<file path="src/rtl/lec_pkg.sv">
package lec_pkg;

  // control register field positions (software-visible layout)
  localparam int GRP_LSB   = 24;
  localparam int GRP_W     = 4;
  localparam int EVT_LSB   = 16;
  localparam int EVT_W     = 8;
  localparam int LANE_LSB  = 8;
  localparam int LANE_W    = 4;
  localparam int STAT_BIT  = 7;
  localparam int ENCMD_LSB = 2;
  localparam int ENCMD_W   = 3;
  localparam int CLRCMD_LSB = 0;
  localparam int CLRCMD_W  = 2;

  localparam logic [ENCMD_W-1:0]  EN_CMD_START = 3'b011;
  localparam logic [ENCMD_W-1:0]  EN_CMD_STOP  = 3'b001;
  localparam logic [CLRCMD_W-1:0] CLR_CMD_ZERO = 2'b01;

  // strobes from control to datapath
  typedef struct packed {
    logic clear;   // zero the count this edge
    logic run;     // counting enabled
    logic selOk;   // selection addresses an existing source
  } lecStrobe_t;

endpackage

</file>
<file path="src/rtl/lec_ctrl.sv">
module lec_ctrl
  import lec_pkg::*;
#(
  parameter int NUM_GROUPS = 8,
  parameter int NUM_EVENTS = 20,
  parameter int NUM_LANES  = 4,
  parameter int CNT_W      = 32,
  parameter int ADDR_W     = 8,
  parameter int IDX_W      = 10,
  parameter logic [ADDR_W-1:0] CTRL_OFS = 8'h08,
  parameter logic [ADDR_W-1:0] DATA_OFS = 8'h0C
) (
  input  logic              clk,
  input  logic              rstN,
  input  logic              regWrEn,
  input  logic              regRdEn,
  input  logic [ADDR_W-1:0] regAddr,
  input  logic [31:0]       regWrData,
  input  logic [CNT_W-1:0]  cntVal,
  output logic [31:0]       regRdData,
  output lecStrobe_t        strobes,
  output logic [IDX_W-1:0]  selIdx
);

  logic [GRP_W-1:0]  groupQ;
  logic [EVT_W-1:0]  eventQ;
  logic [LANE_W-1:0] laneQ;
  logic              runQ;

  logic              wrCtrl;
  logic [ENCMD_W-1:0]  enCmd;
  logic [CLRCMD_W-1:0] clrCmd;
  logic [31:0]       flatIdx;
  logic              unusedWrBits;

  assign wrCtrl = regWrEn && (regAddr == CTRL_OFS);
  assign enCmd  = regWrData[ENCMD_LSB +: ENCMD_W];
  assign clrCmd = regWrData[CLRCMD_LSB +: CLRCMD_W];
  assign unusedWrBits = ^{regWrData[31:28], regWrData[15:12], regWrData[7:5]};

  always_ff @(posedge clk) begin
    if (!rstN) begin
      groupQ <= '0;
      eventQ <= '0;
      laneQ  <= '0;
      runQ   <= 1'b0;
    end else if (wrCtrl) begin
      groupQ <= regWrData[GRP_LSB +: GRP_W];
      eventQ <= regWrData[EVT_LSB +: EVT_W];
      laneQ  <= regWrData[LANE_LSB +: LANE_W];
      if (enCmd == EN_CMD_START)     runQ <= 1'b1;
      else if (enCmd == EN_CMD_STOP) runQ <= 1'b0;
    end
  end

  always_comb begin
    strobes.clear = wrCtrl && (clrCmd == CLR_CMD_ZERO);
    strobes.run   = runQ;
    strobes.selOk = (32'(groupQ) < NUM_GROUPS) &&
                    (32'(eventQ) < NUM_EVENTS) &&
                    (32'(laneQ)  < NUM_LANES);
    flatIdx = (32'(groupQ) * NUM_EVENTS + 32'(eventQ)) * NUM_LANES + 32'(laneQ);
    selIdx  = strobes.selOk ? flatIdx[IDX_W-1:0] : '0;
  end

  always_ff @(posedge clk) begin
    if (!rstN) begin
      regRdData <= '0;
    end else if (regRdEn) begin
      regRdData <= '0;
      if (regAddr == CTRL_OFS) begin
        regRdData[GRP_LSB +: GRP_W]   <= groupQ;
        regRdData[EVT_LSB +: EVT_W]   <= eventQ;
        regRdData[LANE_LSB +: LANE_W] <= laneQ;
        regRdData[STAT_BIT]           <= runQ;
      end else if (regAddr == DATA_OFS) begin
        regRdData <= 32'(cntVal);
      end
    end
  end

endmodule

</file>
<file path="src/rtl/lec_datapath.sv">
module lec_datapath
  import lec_pkg::*;
#(
  parameter int NUM_SRC = 640,
  parameter int IDX_W   = 10,
  parameter int CNT_W   = 32
) (
  input  logic               clk,
  input  logic               rstN,
  input  lecStrobe_t         strobes,
  input  logic [IDX_W-1:0]   selIdx,
  input  logic [NUM_SRC-1:0] evtPulse,
  output logic [CNT_W-1:0]   cntVal
);

  logic [NUM_SRC-1:0] hitVec;
  logic               hit;

  // one-hot match of the selected source; OR-reduced to a single hit
  for (genvar i = 0; i < NUM_SRC; i++) begin : g_src
    assign hitVec[i] = evtPulse[i] && (selIdx == IDX_W'(i));
  end

  assign hit = strobes.run && strobes.selOk && (|hitVec);

  always_ff @(posedge clk) begin
    if (!rstN)              cntVal <= '0;
    else if (strobes.clear) cntVal <= '0;
    else if (hit)           cntVal <= cntVal + 1'b1;
  end

endmodule

</file>
<file path="src/rtl/lane_evt_counter.sv">
module lane_evt_counter
  import lec_pkg::*;
#(
  parameter int NUM_GROUPS = 8,
  parameter int NUM_EVENTS = 20,
  parameter int NUM_LANES  = 4,
  parameter int CNT_W      = 32,
  parameter int ADDR_W     = 8,
  parameter logic [ADDR_W-1:0] CTRL_OFS = 8'h08,
  parameter logic [ADDR_W-1:0] DATA_OFS = 8'h0C,
  localparam int NUM_SRC = NUM_GROUPS * NUM_EVENTS * NUM_LANES,
  localparam int IDX_W   = (NUM_SRC > 1) ? $clog2(NUM_SRC) : 1
) (
  input  logic               clk,
  input  logic               rstN,
  input  logic               regWrEn,
  input  logic               regRdEn,
  input  logic [ADDR_W-1:0]  regAddr,
  input  logic [31:0]        regWrData,
  output logic [31:0]        regRdData,
  input  logic [NUM_SRC-1:0] evtPulse
);

  lecStrobe_t         strobes;
  logic [IDX_W-1:0]   selIdx;
  logic [CNT_W-1:0]   cntVal;
  logic               runLvl;
  logic               selOk;

  assign runLvl = strobes.run;
  assign selOk  = strobes.selOk;

  lec_ctrl #(
    .NUM_GROUPS(NUM_GROUPS), .NUM_EVENTS(NUM_EVENTS), .NUM_LANES(NUM_LANES),
    .CNT_W(CNT_W), .ADDR_W(ADDR_W), .IDX_W(IDX_W),
    .CTRL_OFS(CTRL_OFS), .DATA_OFS(DATA_OFS)
  ) u_ctrl (
    .clk(clk), .rstN(rstN), .regWrEn(regWrEn), .regRdEn(regRdEn),
    .regAddr(regAddr), .regWrData(regWrData), .cntVal(cntVal),
    .regRdData(regRdData), .strobes(strobes), .selIdx(selIdx)
  );

  lec_datapath #(
    .NUM_SRC(NUM_SRC), .IDX_W(IDX_W), .CNT_W(CNT_W)
  ) u_dp (
    .clk(clk), .rstN(rstN), .strobes(strobes), .selIdx(selIdx),
    .evtPulse(evtPulse), .cntVal(cntVal)
  );

endmodule

</file>
<file path="config.mk">
export PLATFORM = sky130hd
export DESIGN_NAME = lane_evt_counter
export DESIGN_NICKNAME = d
export VERILOG_FILES = /design/src/rtl/lec_pkg.sv /design/src/rtl/lec_ctrl.sv /design/src/rtl/lec_datapath.sv /design/src/rtl/lane_evt_counter.sv
export SDC_FILE = /design/constraint.sdc
export NUM_CORES = 1
export LEC_CHECK = 0
export BUFFER_PORTS_ARGS = -buffer_cell sky130_fd_sc_hd__buf_2
export CAP_MARGIN = 25
export CORE_AREA = 2 2 275 277
export CTS_BUF_LIST = sky130_fd_sc_hd__clkbuf_4
export CTS_CLUSTER_DIAMETER = 40
export CTS_CLUSTER_SIZE = 40
export DETAILED_ROUTE_END_ITERATION = 6
export DIE_AREA = 0 0 277 279
export GPL_TIMING_DRIVEN = 0
export HOLD_SLACK_MARGIN = 0.08
export PLACE_DENSITY_LB_ADDON = 0.2
export SETUP_SLACK_MARGIN = 0.5
export SYNTH_ARGS = -nofsm -noshare
export SYNTH_HDL_FRONTEND = slang
export SYNTH_SLANG_ARGS = --single-unit
</file>
<file path="constraint.sdc">
create_clock -name clk -period 13.85 [get_ports clk]
set_input_delay 2.0775 -clock clk [delete_from_list [all_inputs] [get_ports clk]]
set_output_delay 2.0775 -clock clk [all_outputs]
set_load 0.01 [all_outputs]
</file>
**Word-level counts from Yosys, hierarchy flattened**

Cells that the tools add are included.

- Flip-flop bits (word level): 81
- Bits in latches: 0
- Bits in writable memories: 0
- Memory bits (read-only): 0
- Bits of input ports: 684
- Output and inout port bits: 32
- Word-level logic and storage cells: 1318
- Memories: 0

- Add/subtract/negate cells: 3
- $mul: 1
- Div/mod/pow operators: 0
- Order comparisons: 3
- Equality and inequality tests: 644
- Shift-type cells: 0
- Mux-type cells: 9
- Bitwise operators: 1
- Reduce and logical (&&, ||, !) cells: 651

Operator list:

| operator | number |
|---|---|
| 10-bit by 9-bit == test with 1-bit output, second input constant | 256 |
| 10-bit == test, second input constant | 128 |
| 10-bit by 8-bit == test with 1-bit output, second input constant | 128 |
| 1-bit logical AND | 646 |
| 10-bit by 7-bit == test with 1-bit output, second input constant | 64 |
| 640-bit OR reduction | 1 |
| 10-bit by 6-bit == test with 1-bit output, second input constant | 32 |
| 10-bit by 5-bit == test with 1-bit output, second input constant | 16 |
| 10-bit by 4-bit == test with 1-bit output, second input constant | 8 |
| 10-bit by 3-bit == test with 1-bit output, second input constant | 4 |
| 32-bit by 1-bit adder with 32-bit output, second input constant | 1 |
| 32-bit 2-to-1 mux | 1 |
| 10-bit by 2-bit == test with 1-bit output, second input constant | 2 |
| 8-bit by 4-bit == test with 1-bit output, second input constant | 2 |
| 12-bit 2-to-1 mux | 1 |
| 10-bit by 4-bit adder with 10-bit output | 1 |
| 10-bit by 1-bit == test with 1-bit output, second input constant | 1 |
| 10-bit logical NOT | 1 |
| 10-bit 2-to-1 mux | 1 |
| 8-bit adder | 1 |
| 8-bit by 5-bit < comparator with 1-bit output, second input constant | 1 |
| 4-bit 2-to-1 mux | 2 |
| 7-bit 2-to-1 mux | 1 |
| 4-bit by 3-bit multiplier with 6-bit output, second input constant | 1 |
| 11 further kinds | 12 |

**Depth between registers and ports, before layout**

Gate-level depths: netlist of run 1.

- Word-level depth: 8
- Gate-level depth with buffers: 20
- Depth with buffers taken out: 16

**Hierarchy**

From an unflattened synthesis of run 1, not the netlist that was laid out.

- Cell total of the unflattened synthesis: 1479
- Area, all modules: 11003.1 µm²

Modules (own cells, without submodules):

| module | times used | cells each | area an instance (µm²) | seq. area each (µm²) |
|---|---|---|---|---|
| lec_datapath | 1 | 1196 | 8458.1 | 640.6 |
| lec_ctrl | 1 | 283 | 2544.9 | 980.9 |

**Worst setup path before layout of run 1**

Ideal clock, no wire load.

- Path kind: input port to flip-flop
- Start: in evtPulse[87]
- End: reg u_dp.cntVal[17]
- Library setup time: 0.132 ns
- Arrival time: 4.327 ns
- Required time: 13.718 ns
- Setup slack: 9.391 ns
- Stages: 13
- Buffers on the path: 1
- Cells stage by stage: mux2_2 a32o_1 a221o_1 nand2_1 a32oi_1 a2111oi_0 nand4_1 and4bb_1 a21oi_2 mux2i_4 clkbuf_1 or4_1 a21oi_1

- Longest elaborated chain between the ends: 3

Ends and longest elaborated chain:

| item | RTL line | text |
|---|---|---|
| start, declared | lane_evt_counter.sv:21 | `input logic [NUM_SRC-1:0] evtPulse` |
| 1-bit logical AND | lec_datapath.sv:21 | `assign hitVec[i] = evtPulse[i] && (selIdx == IDX_W'(i));` |
| 640-bit OR reduction | lec_datapath.sv:24 | `assign hit = strobes.run && strobes.selOk && (\|hitVec);` |
| 1-bit logical AND | lec_datapath.sv:24 |  |
| end signal, assigned | lec_datapath.sv:29 | `else if (hit) cntVal <= cntVal + 1'b1;` |
| end, declared | lec_datapath.sv:13 | `output logic [CNT_W-1:0] cntVal` |

No other way between the ends.
A chain may end at the register's enable or synchronous reset.

**Final worst setup path of run 1**

- Start: reg u_ctrl.laneQ[2]
- End: reg u_dp.cntVal[30]

- Longest elaborated chain between the ends: 7
- Elaborated cells on any way between the ends: 1287
- Those cells by class: add/sub: 1; order compare: 1; eq/ne: 639; mux: 1; reduce/logical: 645

Ends and longest elaborated chain:

| item | RTL line | text |
|---|---|---|
| start, declared | lec_ctrl.sv:27 | `logic [LANE_W-1:0] laneQ;` |
| start signal, assigned | lec_ctrl.sv:50 | `laneQ <= regWrData[LANE_LSB +: LANE_W];` |
| parallel branches: the longest is 6 deep, another holds 10-bit by 4-bit adder with 10-bit output | n/a |  |
| 1-bit logical AND * | lec_datapath.sv:24 |  |

Mark *: on every way between the ends.

==> reports/qor.csv, run 1 <==
stage,metric,value,unit
clock_tree,cts_num_sinks,81,
yosys,synthFlopType,dfxtp_1,
cells_and_area,stdcell_area,16300,µm²
critical_path,ff2ff_setup_slack,6.20,ns
timing,final.setup.tns,0,ns
global_route,grt-ovfl-total,0,
cells_and_area,area_growth,51.1,%
clock_tree,cts_buffers,9,
status,status,"finished, final reports clean",
cells_and_area,nFillCells,8620,
placed_design,gp_congestion,1.00,
timing,worst_pin_slew,1.47,ns
floorplanning,die_h,279,µm
critical_path,worstSetupPathType,reg2reg,
power,seqPwrFrac,40.6,%
timing,skew,0.0250,ns
global_route,grt_pass1_wl,173000,µm
power,p_leak,6.40,nW
power,internal_power,0.380,mW
placed_design,io_buffers,704,
detailed_routing,first_iter_violations,2614,
detailed_routing,wire_per_inst,41.5,µm
critical_path,end_kind,flip-flop,
detailed_routing,first_pass_iters,6,
power,combPwrFrac,32.4,%
run,maxCapViolations,0,
floorplanning,start_util,14.6,%
detailed_routing,routed_wl,135000,µm
power,ir_worst_vdd,0.0439,mV
power,finalPower,0.575,mW
critical_path,r2r_cells,18,
power,power_density,35.3,nW/µm²
clock_tree,post_cts_buffers,0,
yosys,ys_async_sr_fraction,0,%
placed_design,dpl_cell_area,16100,µm²
critical_path,crit_end,u_dp.cntVal[30]$_SDFFE_PP0P_,
yosys,netlist_area,10800,µm²
yosys,ys_types,85,
yosys,syn_nets,2194,
clock_tree,clock_latency,0.45,ns
timing,slew_viol_final,0,
yosys,synth_top_cells_by_count,"nand2_1, clkbuf_1, nand3_1, a21oi_1",
critical_path,cp_max_fo,10,
yosys,synth-edff-count,0,
timing,finalSetupViolations,0,
placed_design,dp.cells,3212,
placed_design,dp_hpwl,115000,µm
cells_and_area,final_nets,2954,
critical_path,r2r_end,u_dp.cntVal[30]$_SDFFE_PP0P_,
floorplanning,die-area,77300,µm²
detailed_routing,routed_via_density,5.69,
timing,finalHoldViolations,0,
yosys,ys_seq_elements,81,
yosys,synth-seq-area-share,15.0,%
timing,finalCriticalPeriod,7.65,ns
timing,max-slew-margin-rel,1.71,%
cells_and_area,fin_cells,3245,
power,swShare,33.9,%
hold_path,min_path_type,reg2reg,
global_route,grt_pass1_vias,18096,
clock_tree,clockBufferDepth,2,
floorplanning,rows,100,
clock_tree,cts_tree,done,
timing,hold_slack,0.506,ns
critical_path,cp-start-kind,flip-flop,
yosys,yosysMostFrequentCell,nand2_1,
power,power_frac_clock,27.0,%
timing,rsz0062_at_grt,false,
yosys,syn_inst,1496,
clock_tree,h-tree-depth,3,
clock_tree,cts-hold-fix-buffers,0,
critical_path,crit_start,u_ctrl.laneQ[2]$_SDFFE_PN0P_,
clock_tree,root_buffer,clkbuf_4,
yosys,synth_top_area_share,15.0,%
critical_path,r2r-start,u_ctrl.laneQ[2]$_SDFFE_PN0P_,
floorplanning,io_pins,716,
yosys,syn_avg_cell_area,7.21,µm²
timing,finalCritPeriodShare,55.2,%
floorplanning,fp.dieW,277,µm
floorplanning,core_area,74100,µm²
yosys,synth_area_leaders,"dfxtp_1, a22oi_1, nand2_1",
power,p_switching,0.195,mW
global_route,grt_usage,33.2,%
detailed_routing,vias,18468,
cells_and_area,drive_above_1_share,37.4,%
yosys,ys_warn_count,0,
timing,fmax,131,MHz
clock_tree,clk_pin_slew,0.15,ns
critical_path,required,14.23,ns
global_route,grt_max_degree,16,
global_route,antenna_found_initial,64,
detailed_routing,drc_errors,0,
critical_path,critical_path_arrival,8.03,ns
detailed_routing,ant_nets,0,
clock_tree,cts_resized,0,
yosys,yosysTopAreaCell,dfxtp_1,
[worst max-delay path: stages, from the launching register on]
cell      delay, ns
dfxtp_1        0.44
ha_1           0.31
fa_1           0.62
buf_2          0.26
buf_1          0.70
buf_1          0.88
inv_1          0.62
nor2_1         0.65
a22oi_1        0.14
o32ai_1        0.25
a211oi_1       0.16
o21ai_0        0.47
a32o_1         0.29
a211oi_1       0.05
a41oi_1        0.53
mux2i_4        0.21
clkbuf_1       0.29
or4_1          0.53
a21oi_1        0.17
[flip-flops by register name (all words and copies together) (netlist names)]
signal	cells
u_ctrl.regRdData	32
u_dp.cntVal	32
u_ctrl.eventQ	8
u_ctrl.groupQ	4
u_ctrl.laneQ	4
u_ctrl.runQ	1
[per-layer routing]
| layer | up-vias | GRT usage, % | routed length [µm] |
|---|---|---|---|
| met5 | - | 0 | 179 |
| li1 | 7517 | - | - |
| met4 | 28 | 15.8 | 8250 |
| met3 | 361 | 7.60 | 13100 |
| met2 | 1482 | 54.4 | 60600 |
| met1 | 9080 | 41.1 | 52700 |
[cells by family after synthesis]
| logic type | Yosys count | synth area share (%) |
|---|---|---|
| fa+ha+maj | 14 | 1.83 |
| compound gates | 556 | 38.1 |
| simple gates | 568 | 29.1 |
| flops | 81 | 15.0 |
| xor+xnor | 14 | 1.40 |
| mux | 75 | 7.55 |
| buf+inv | 188 | 7.03 |
[how the worst min path moves through the flow]
stage	endpoint	cells past startpoint	from
final	u_dp.cntVal[10]$_SDFFE_PP0P_	2	u_dp.cntVal[10]$_SDFFE_PP0P_
after global placement	u_dp.cntVal[10]$_SDFFE_PP0P_	2	u_dp.cntVal[10]$_SDFFE_PP0P_
after floorplan	u_ctrl.eventQ[0]$_SDFFE_PN0P_	2	u_ctrl.eventQ[0]$_SDFFE_PN0P_
after detailed placement	u_dp.cntVal[10]$_SDFFE_PP0P_	2	u_dp.cntVal[10]$_SDFFE_PP0P_
after global routing	u_dp.cntVal[17]$_SDFFE_PP0P_	2	u_dp.cntVal[17]$_SDFFE_PP0P_
after CTS	u_dp.cntVal[10]$_SDFFE_PP0P_	2	u_dp.cntVal[10]$_SDFFE_PP0P_
[cell type report]
type / instances / area, µm² / area share, %
Antenna cell: 15 / 37.5 / 0.230
Clock inverter: 6 / 75.1 / 0.460
Clock buffer: 10 / 75.1 / 0.460
Multi-Input combinational cell: 1227 / 8470 / 52.0
Timing Repair Buffer: 749 / 4050 / 24.8
Buffer: 151 / 624 / 3.83
Inverter: 37 / 139 / 0.852
Sequential cell: 81 / 1620 / 9.95
Tap cell: 969 / 1210 / 7.44
[placed cells by master, fill, tap and decap left out, drive strengths merged, types with 50 or more instances in the layout]
cell type / netlist / layout
buf: 32 / 781
nand2: 135 / 135
clkbuf: 119 / 129
dfxtp: 81 / 81
a22o: 50 / 50
nand3: 97 / 97
nor2: 51 / 51
a22oi: 81 / 81
a21oi: 91 / 91
[power by group through the flow]
stage / Sequential (mW) / Combinational [mW] / Clock [mW]
floorplan: 0.238 / 0.0340 / 0
global route: 0.233 / 0.192 / 0.169
detailed placement: 0.238 / 0.180 / 0
global placement: 0.238 / 0.179 / 0
finish: 0.233 / 0.186 / 0.156
CTS: 0.233 / 0.181 / 0.160
[through the flow]
step,worst slack [ns],util [%]
after detailed placement,6.51,21.7
after CTS,6.49,21.9
final,6.20,22.0
after global placement,5.19,21.0
after floorplan,9.39,-
after global routing,6.18,22.0
Power figures use the tool's default switching activity.
==> run 2, diff against run 1 <==
ABC_AREA = 1   (was unset)
CORE_AREA = 2 2 283 285   (was 2 2 275 277)
DIE_AREA = 0 0 285 287   (was 0 0 277 279)
clock period = 6.3 ns   (was 13.85 ns; I/O delays follow)
==> run 2 against run 1 <==
Compared with the run above:
- hold slack lost 0.033 ns
- utilization grew 0.059 points
- flip-flop and latch count is the same
- global-route usage shrank 3.0 points
- highest routed layer unchanged
==> reports/qor.csv, run 2 <==
stage,metric,value,unit,change
status,status,"finished, final reports clean",,
placed_design,dp_hpwl,111000,µm,-3.2%
cells_and_area,drive_above_1_share,27.7,%,-9.7 points
global_route,grt_pass1_wl,169000,µm,-2.0%
placed_design,io_buffers,703,,-0.14%
critical_path,cp-start-kind,flip-flop,,
yosys,synth-edff-count,0,,unchanged
floorplanning,die-area,81800,µm²,+5.8%
run,maxCapViolations,0,,unchanged
yosys,syn_nets,3017,,+38%
cells_and_area,stdcell_area,17400,µm²,+6.4%
clock_tree,cts_resized,0,,unchanged
cells_and_area,fin_cells,4172,,+29%
hold_path,min_path_type,reg2reg,,
timing,finalCriticalPeriod,5.50,ns,-2.15 ns
clock_tree,clk_pin_slew,0.15,ns,about the same
timing,rsz0062_at_grt,false,,
detailed_routing,wire_per_inst,31.4,µm,-24%
cells_and_area,area_growth,43.4,%,
yosys,synth-seq-area-share,13.4,%,-1.6 points
detailed_routing,drc_errors,0,,unchanged
timing,fin_ws,0.797,ns,-5.40 ns
detailed_routing,ant_nets,0,,unchanged
global_route,grt_max_degree,13,,-3
power,finalPower,1.22,mW,+110%
global_route,grt_pass1_vias,19801,,+9.4%
cells_and_area,final_common_cell,buf_2,,
cells_and_area,biggestRegsByFlops,"u_ctrl.regRdData x32, u_dp.cntVal x32, u_ctrl.eventQ x8",,
timing,finalHoldViolations,0,,unchanged
yosys,synth_top_cells_by_count,"nor2_1, nand4_1, nand2_1, inv_1, nand3_1",,
clock_tree,root_buffer,clkbuf_4,,
floorplanning,start_util,15.4,%,+0.82 points
power,internal_power,0.817,mW,+110%
power,swShare,33.1,%,-0.79 points
clock_tree,h-tree-depth,3,,unchanged
yosys,ys_warn_count,0,,unchanged
placed_design,gp_congestion,0.999,,-0.34%
clock_tree,clockBufferDepth,2,,unchanged
critical_path,r2r-start,u_ctrl.groupQ[0]$_SDFFE_PN0P_,,
yosys,synth_top_area_share,19.0,%,+3.9 points
yosys,ys_seq_elements,81,,unchanged
global_route,antenna_found_initial,136,,+110%
timing,worst_pin_slew,1.23,ns,-0.243 ns
power,p_leak,9.00,nW,+41%
yosys,yosysMostFrequentCell,nor2_1,,
yosys,ys_types,39,,-54%
clock_tree,cts_buffers,9,,unchanged
yosys,syn_avg_cell_area,5.22,µm²,-28%
critical_path,cp_max_fo,10,,unchanged
power,seqPwrFrac,42.6,%,+2.0 points
clock_tree,cts_num_sinks,81,,unchanged
power,power_density,70.4,nW/µm²,+99%
clock_tree,cts_tree,done,,
yosys,netlist_area,12100,µm²,+12%
timing,slew_viol_final,0,,unchanged
critical_path,critical_path_arrival,5.86,ns,-2.17 ns
floorplanning,io_pins,716,,unchanged
detailed_routing,routed_wl,131000,µm,-2.9%
yosys,yosysTopAreaCell,nand4_1,,
detailed_routing,routed_via_density,5.01,,-12%
timing,skew,0.0315,ns,+0.00654 ns
timing,max-slew-margin-rel,17.9,%,+16 points
critical_path,r2r_cells,22,,+4
critical_path,required,6.66,ns,-7.57 ns
global_route,grt-ovfl-total,0,,unchanged
cells_and_area,final_nets,3737,,+27%
detailed_routing,first_iter_violations,2404,,-8.0%
critical_path,r2r_end,u_dp.cntVal[25]$_SDFFE_PP0P_,,
placed_design,dpl_cell_area,17000,µm²,+5.7%
detailed_routing,vias,20899,,+13%
yosys,syn_inst,2319,,+55%
cells_and_area,nFillCells,9550,,+11%
clock_tree,cts-hold-fix-buffers,0,,unchanged
global_route,grt_usage,30.2,%,-3.0 points
power,ir_worst_vdd,0.0890,mV,+100%
power,power_frac_clock,25.4,%,-1.6 points
timing,fmax,182,MHz,+39%
critical_path,end_kind,flip-flop,,
placed_design,dp_slack,0.977,ns,-5.53 ns
floorplanning,die_h,287,µm,+2.9%
timing,final.setup.tns,0,ns,unchanged
timing,finalCritPeriodShare,87.4,%,+32 points
clock_tree,post_cts_buffers,0,,unchanged
floorplanning,core_area,78600,µm²,+6.1%
floorplanning,rows,103,,+3.0%
yosys,synth_area_leaders,"nand4_1, nor2_1, dfxtp_1",,
timing,finalSetupViolations,0,,unchanged
yosys,synthFlopType,dfxtp_1,,
power,p_switching,0.404,mW,+110%
clock_tree,clock_latency,0.49,ns,+0.04 ns
critical_path,crit_end,u_dp.cntVal[25]$_SDFFE_PP0P_,,
placed_design,dp.cells,4077,,+27%
power,combPwrFrac,32.0,%,-0.4 points
cells_and_area,most-common-layout-cells,"buf_2, nor2_1, nand4_1",,
critical_path,ff2ff_setup_slack,0.80,ns,-5.40 ns
detailed_routing,first_pass_iters,7,,+1
yosys,ys_async_sr_fraction,0,%,unchanged
critical_path,crit_start,u_ctrl.groupQ[0]$_SDFFE_PN0P_,,
floorplanning,fp.dieW,285,µm,+2.9%
critical_path,worstSetupPathType,reg2reg,,
## run 2: cell count changes after synthesis, moves of 42 or more
cell / previous run / this run
a22o_1: 50 / 0
nand2_1: 135 / 361
nor2_1: 51 / 476
a22oi_1: 81 / 0
inv_1: 35 / 345
clkbuf_1: 119 / 73
mux2i_1: 42 / 0
nand3_1: 97 / 286
nand4_1: 43 / 367
buf_2: 12 / 73
## run 2: cell families after synthesis
| logic type | after synthesis | share of synthesized area, % |
|---|---|---|
| compound gates | 120 | 5.75 |
| xor+xnor | 12 | 0.868 |
| buf+inv | 522 | 17.2 |
| simple gates | 1570 | 61.2 |
| fa+ha+maj | 14 | 1.63 |
| flops | 81 | 13.4 |
## run 2: area by class of cell
| cell class | instances | area [µm²] | area share, % |
|---|---|---|---|
| clock inverter | 5 | 47.5 | 0.274 |
| antenna | 79 | 198 | 1.14 |
| sequential | 81 | 1620 | 9.35 |
| buffer | 167 | 748 | 4.31 |
| timing repair buffer | 709 | 3610 | 20.8 |
| tap | 1050 | 1310 | 7.57 |
| inverter | 355 | 1330 | 7.68 |
| multi-input combinational | 1716 | 8410 | 48.4 |
| clock buffer | 10 | 75.1 | 0.433 |
## run 2: how the worst min path moves through the flow
stage	start	end	slack (ns)	cells past startpoint
finish	u_ctrl.regRdData[29]$_SDFFE_PN0P_	u_ctrl.regRdData[29]$_SDFFE_PN0P_	0.47	2
global route	u_ctrl.regRdData[0]$_SDFFE_PN0P_	u_ctrl.regRdData[0]$_SDFFE_PN0P_	0.50	2
CTS	u_ctrl.regRdData[29]$_SDFFE_PN0P_	u_ctrl.regRdData[29]$_SDFFE_PN0P_	0.48	2
detailed placement	u_ctrl.regRdData[29]$_SDFFE_PN0P_	u_ctrl.regRdData[29]$_SDFFE_PN0P_	0.46	2
global placement	u_ctrl.regRdData[14]$_SDFFE_PN0P_	u_ctrl.regRdData[14]$_SDFFE_PN0P_	0.46	2
floorplan	u_dp.cntVal[8]$_SDFFE_PP0P_	u_dp.cntVal[8]$_SDFFE_PP0P_	0.45	2
## run 2: through the flow
step                utilization (%)  hold slack (ns)
finish                         22.1            0.473
global route                   22.0            0.499
CTS                            21.8            0.476
detailed placement             21.6            0.457
global placement               21.5            0.457
floorplan                         -            0.452
## run 2: power by group through the flow
stage / combinational (mW) / clock, mW / sequential (mW)
after detailed placement: 0.384 / 0 / 0.532
final: 0.390 / 0.310 / 0.521
after global placement: 0.384 / 0 / 0.532
after CTS: 0.386 / 0.324 / 0.521
after global routing: 0.413 / 0.337 / 0.522
after floorplan: 0.0763 / 0 / 0.534
## run 2: worst max-delay path, stage by stage, from the launching register on
cell and delay, ns:
dfxtp_1 0.49, ha_1 0.22, inv_1 0.06, fa_1 0.54, inv_1 0.09, nand3_1 0.17, nand3_1 0.13, nor2_2 0.52
clkbuf_1 0.71, nand4_1 0.59, o21ai_0 0.45, nor2_1 0.08, nand2_1 0.08, nor2_1 0.04, nand2_1 0.05, nor2_1 0.04
nand2_1 0.17, nand2_1 0.09, nand3_2 0.24, buf_2 0.33, nand3_1 0.12, nand2_1 0.10, nor2_1 0.04
## run 2: metal layers
layer	GRT usage, %	vias up	part of all wire, %
met5	0	-	0.27
li1	-	9289	-
met1	35.6	9741	38
met2	48.6	1396	45
met3	7.69	415	9.1
met4	20.0	58	7.4
==> run 3, diff against run 2 <==
PLACE_DENSITY_LB_ADDON = unset   (was 0.2)
clock period = 5.71 ns   (was 6.3 ns; I/O delays follow)
==> run 3 against run 2 <==
Compared with the run above:
- global-route usage is 0.097 points lower
- first-iteration DRC count increased by 0.42%
- clock power up 13%
- sequential share of layout area hardly changed
- hold slack worse by 0.0020 ns
- largest power group unchanged
- highest routed layer unchanged
==> reports/qor.csv, run 3 (same netlist as run 2, synthesis figures left out) <==
stage,metric,value,unit,change
status,status,"finished, final reports clean",,
timing,finalSetupViolations,0,,unchanged
global_route,met1_usage,34.7,%,-0.93 points
global_route,met2_usage,47.1,%,-1.5 points
placed_design,dp_slack,0.408,ns,-0.569 ns
cells_and_area,stdcell_area,17300,µm²,-0.13%
detailed_routing,vias,21080,,+0.87%
timing,finalHoldViolations,0,,unchanged
floorplanning,die-area,81800,µm²,unchanged
detailed_routing,drc_errors,0,,unchanged
clock_tree,cts_num_sinks,81,,unchanged
critical_path,worstSetupPathType,reg2reg,,
critical_path,ff2ff_setup_slack,0.56,ns,-0.23 ns
clock_tree,h-tree-depth,3,,unchanged
cells_and_area,nFillCells,9473,,-0.81%
critical_path,r2r_end,u_dp.cntVal[16]$_SDFFE_PP0P_,,
floorplanning,core_area,78600,µm²,unchanged
global_route,grt_usage,30.1,%,-0.097 points
timing,fmax,194,MHz,+7.0%
critical_path,cp-start-kind,flip-flop,,
floorplanning,die_h,287,µm,unchanged
detailed_routing,first_iter_violations,2414,,+0.42%
timing,slew_viol_final,0,,unchanged
clock_tree,clock_latency,0.46,ns,-0.03 ns
detailed_routing,first_pass_iters,6,,-1
power,p_leak,9.01,nW,+0.16%
floorplanning,rows,103,,unchanged
cells_and_area,most-common-layout-cells,"buf_2, nor2_1, nand4_1",,
placed_design,gp_congestion,1.04,,+3.9%
timing,hold_slack,0.471,ns,-0.00201 ns
global_route,grt_pass1_vias,19551,,-1.3%
run,maxCapViolations,0,,unchanged
power,finalPower,1.36,mW,+11%
cells_and_area,final_common_cell,buf_2,,
timing,skew,0.0141,ns,-0.0174 ns
critical_path,crit_end,u_dp.cntVal[16]$_SDFFE_PP0P_,,
global_route,antenna_found_initial,147,,+8.1%
hold_path,min_path_type,reg2reg,,
timing,finalCritPeriodShare,90.1,%,+2.8 points
clock_tree,root_buffer,clkbuf_4,,
cells_and_area,area_growth,43.2,%,
critical_path,end_kind,flip-flop,,
timing,max-slew-margin-rel,19.1,%,+1.1 points
clock_tree,clockBufferDepth,2,,unchanged
cells_and_area,final_nets,3735,,-0.054%
global_route,grt-ovfl-total,0,,unchanged
timing,finalCriticalPeriod,5.15,ns,-0.358 ns
global_route,grt_util_met3,12.3,%,+4.7 points
detailed_routing,routed_wl,130000,µm,-0.79%
detailed_routing,wire_per_inst,31.3,µm,-0.24%
critical_path,cp_max_fo,10,,unchanged
global_route,grt_max_degree,15,,+2
clock_tree,cts_buffers,9,,unchanged
cells_and_area,biggestRegsByFlops,"u_ctrl.regRdData x32, u_dp.cntVal x32, u_ctrl.eventQ x8",,
timing,rsz0062_at_grt,false,,
detailed_routing,routed_via_density,5.08,,+1.4%
detailed_routing,ant_nets,0,,unchanged
placed_design,dpl_cell_area,17000,µm²,-0.30%
placed_design,io_buffers,703,,unchanged
timing,worst_pin_slew,1.21,ns,-0.0169 ns
clock_tree,clk_pin_slew,0.14,ns,about the same
timing,fin_ws,0.565,ns,-0.232 ns
placed_design,dp_hpwl,110000,µm,-1.2%
power,power_density,78.5,nW/µm²,+12%
floorplanning,fp.dieW,285,µm,unchanged
critical_path,crit_start,u_ctrl.laneQ[2]$_SDFFE_PN0P_,,
timing,final.setup.tns,0,ns,unchanged
floorplanning,io_pins,716,,unchanged
floorplanning,start_util,15.4,%,unchanged
clock_tree,cts_tree,done,,
critical_path,critical_path_arrival,5.49,ns,-0.37 ns
power,ir_worst_vdd,0.116,mV,+31%
clock_tree,cts-hold-fix-buffers,0,,unchanged
critical_path,required,6.05,ns,-0.61 ns
global_route,busiest_layer,met2,,
critical_path,r2r-start,u_ctrl.laneQ[2]$_SDFFE_PN0P_,,
cells_and_area,drive_above_1_share,28.1,%,+0.45 points
global_route,grt_pass1_wl,168000,µm,-0.95%
critical_path,r2r_cells,24,,+9.1%
[run 3: cell count changes in the layout (fill, tap and decap cells not counted), moves of 4 or more]
cell      delta
clkbuf_1     -6
diode_2     -21
clkbuf_2     +7
buf_8        -4
nor2_4       +4
nor2_1       -5
[run 3: how the worst min path moves through the flow]
stage / from / endpoint / cells after the start
after floorplan: u_dp.cntVal[8]$_SDFFE_PP0P_ / u_dp.cntVal[8]$_SDFFE_PP0P_ / 2
after global placement: u_ctrl.regRdData[2]$_SDFFE_PN0P_ / u_ctrl.regRdData[2]$_SDFFE_PN0P_ / 2
after detailed placement: u_ctrl.regRdData[2]$_SDFFE_PN0P_ / u_ctrl.regRdData[2]$_SDFFE_PN0P_ / 2
after CTS: u_ctrl.regRdData[2]$_SDFFE_PN0P_ / u_ctrl.regRdData[2]$_SDFFE_PN0P_ / 2
after global routing: u_ctrl.regRdData[2]$_SDFFE_PN0P_ / u_ctrl.regRdData[2]$_SDFFE_PN0P_ / 2
final: u_ctrl.regRdData[2]$_SDFFE_PN0P_ / u_ctrl.regRdData[2]$_SDFFE_PN0P_ / 2
[run 3: repair_timing]
action                     4_1_cts  5_1_grt
pin swaps                        0        2
setup buffers                    0        2
gates resized for setup          5       22
setup endpoints to repair       31       32
[run 3: worst max-delay path, cell delays in order (launching register included)]
cell and delay (ns):
dfxtp_1 0.38, ha_1 0.27, fa_1 0.41, nand2_1 0.10
inv_1 0.06, nor2_1 0.30, inv_1 0.09, nor2_2 0.17
nand2_1 0.24, nor3_4 0.51, buf_2 0.51, nand3_1 0.23
nand3_1 0.18, nor2_1 0.05, nand2_1 0.24, nor2_1 0.10
nand2_1 0.07, nor2_1 0.06, nand2_1 0.19, nand2_1 0.14
nand3_4 0.16, buf_2 0.29, nand3_1 0.10, nand2_1 0.10
nor2_1 0.04
[run 3: through the flow]
step / util (%) / std cells
after floorplan: - / 2319
after global placement: 21.5 / 4072
after detailed placement: 21.6 / 4074
after CTS: 21.8 / 4089
after global routing: 22.0 / 4133
final: 22.0 / 4149
[run 3: cell type report]
class	instances	area, µm²	share of cell area [%]
Buffer	167	761	4.39
Sequential cell	81	1620	9.37
Multi-Input combinational cell	1716	8450	48.8
Tap cell	1050	1310	7.58
Clock buffer	9	67.6	0.390
Inverter	355	1330	7.69
Antenna cell	58	145	0.838
Clock inverter	6	68.8	0.397
Timing Repair Buffer	707	3560	20.6
[run 3: where the power goes]
| group | switching, mW | leakage (nW) | internal (mW) |
|---|---|---|---|
| clock network | 0.217 | 0.0727 | 0.133 |
| registers | 0.00423 | 0.656 | 0.571 |
| logic | 0.236 | 8.28 | 0.199 |
| total | 0.457 | 9.01 | 0.903 |
[run 3: routing by layer]
layer	wire length (µm)	up-vias
met1	47700	9630
met3	16500	456
met5	644	-
li1	-	9258
met2	55900	1632
met4	8990	104
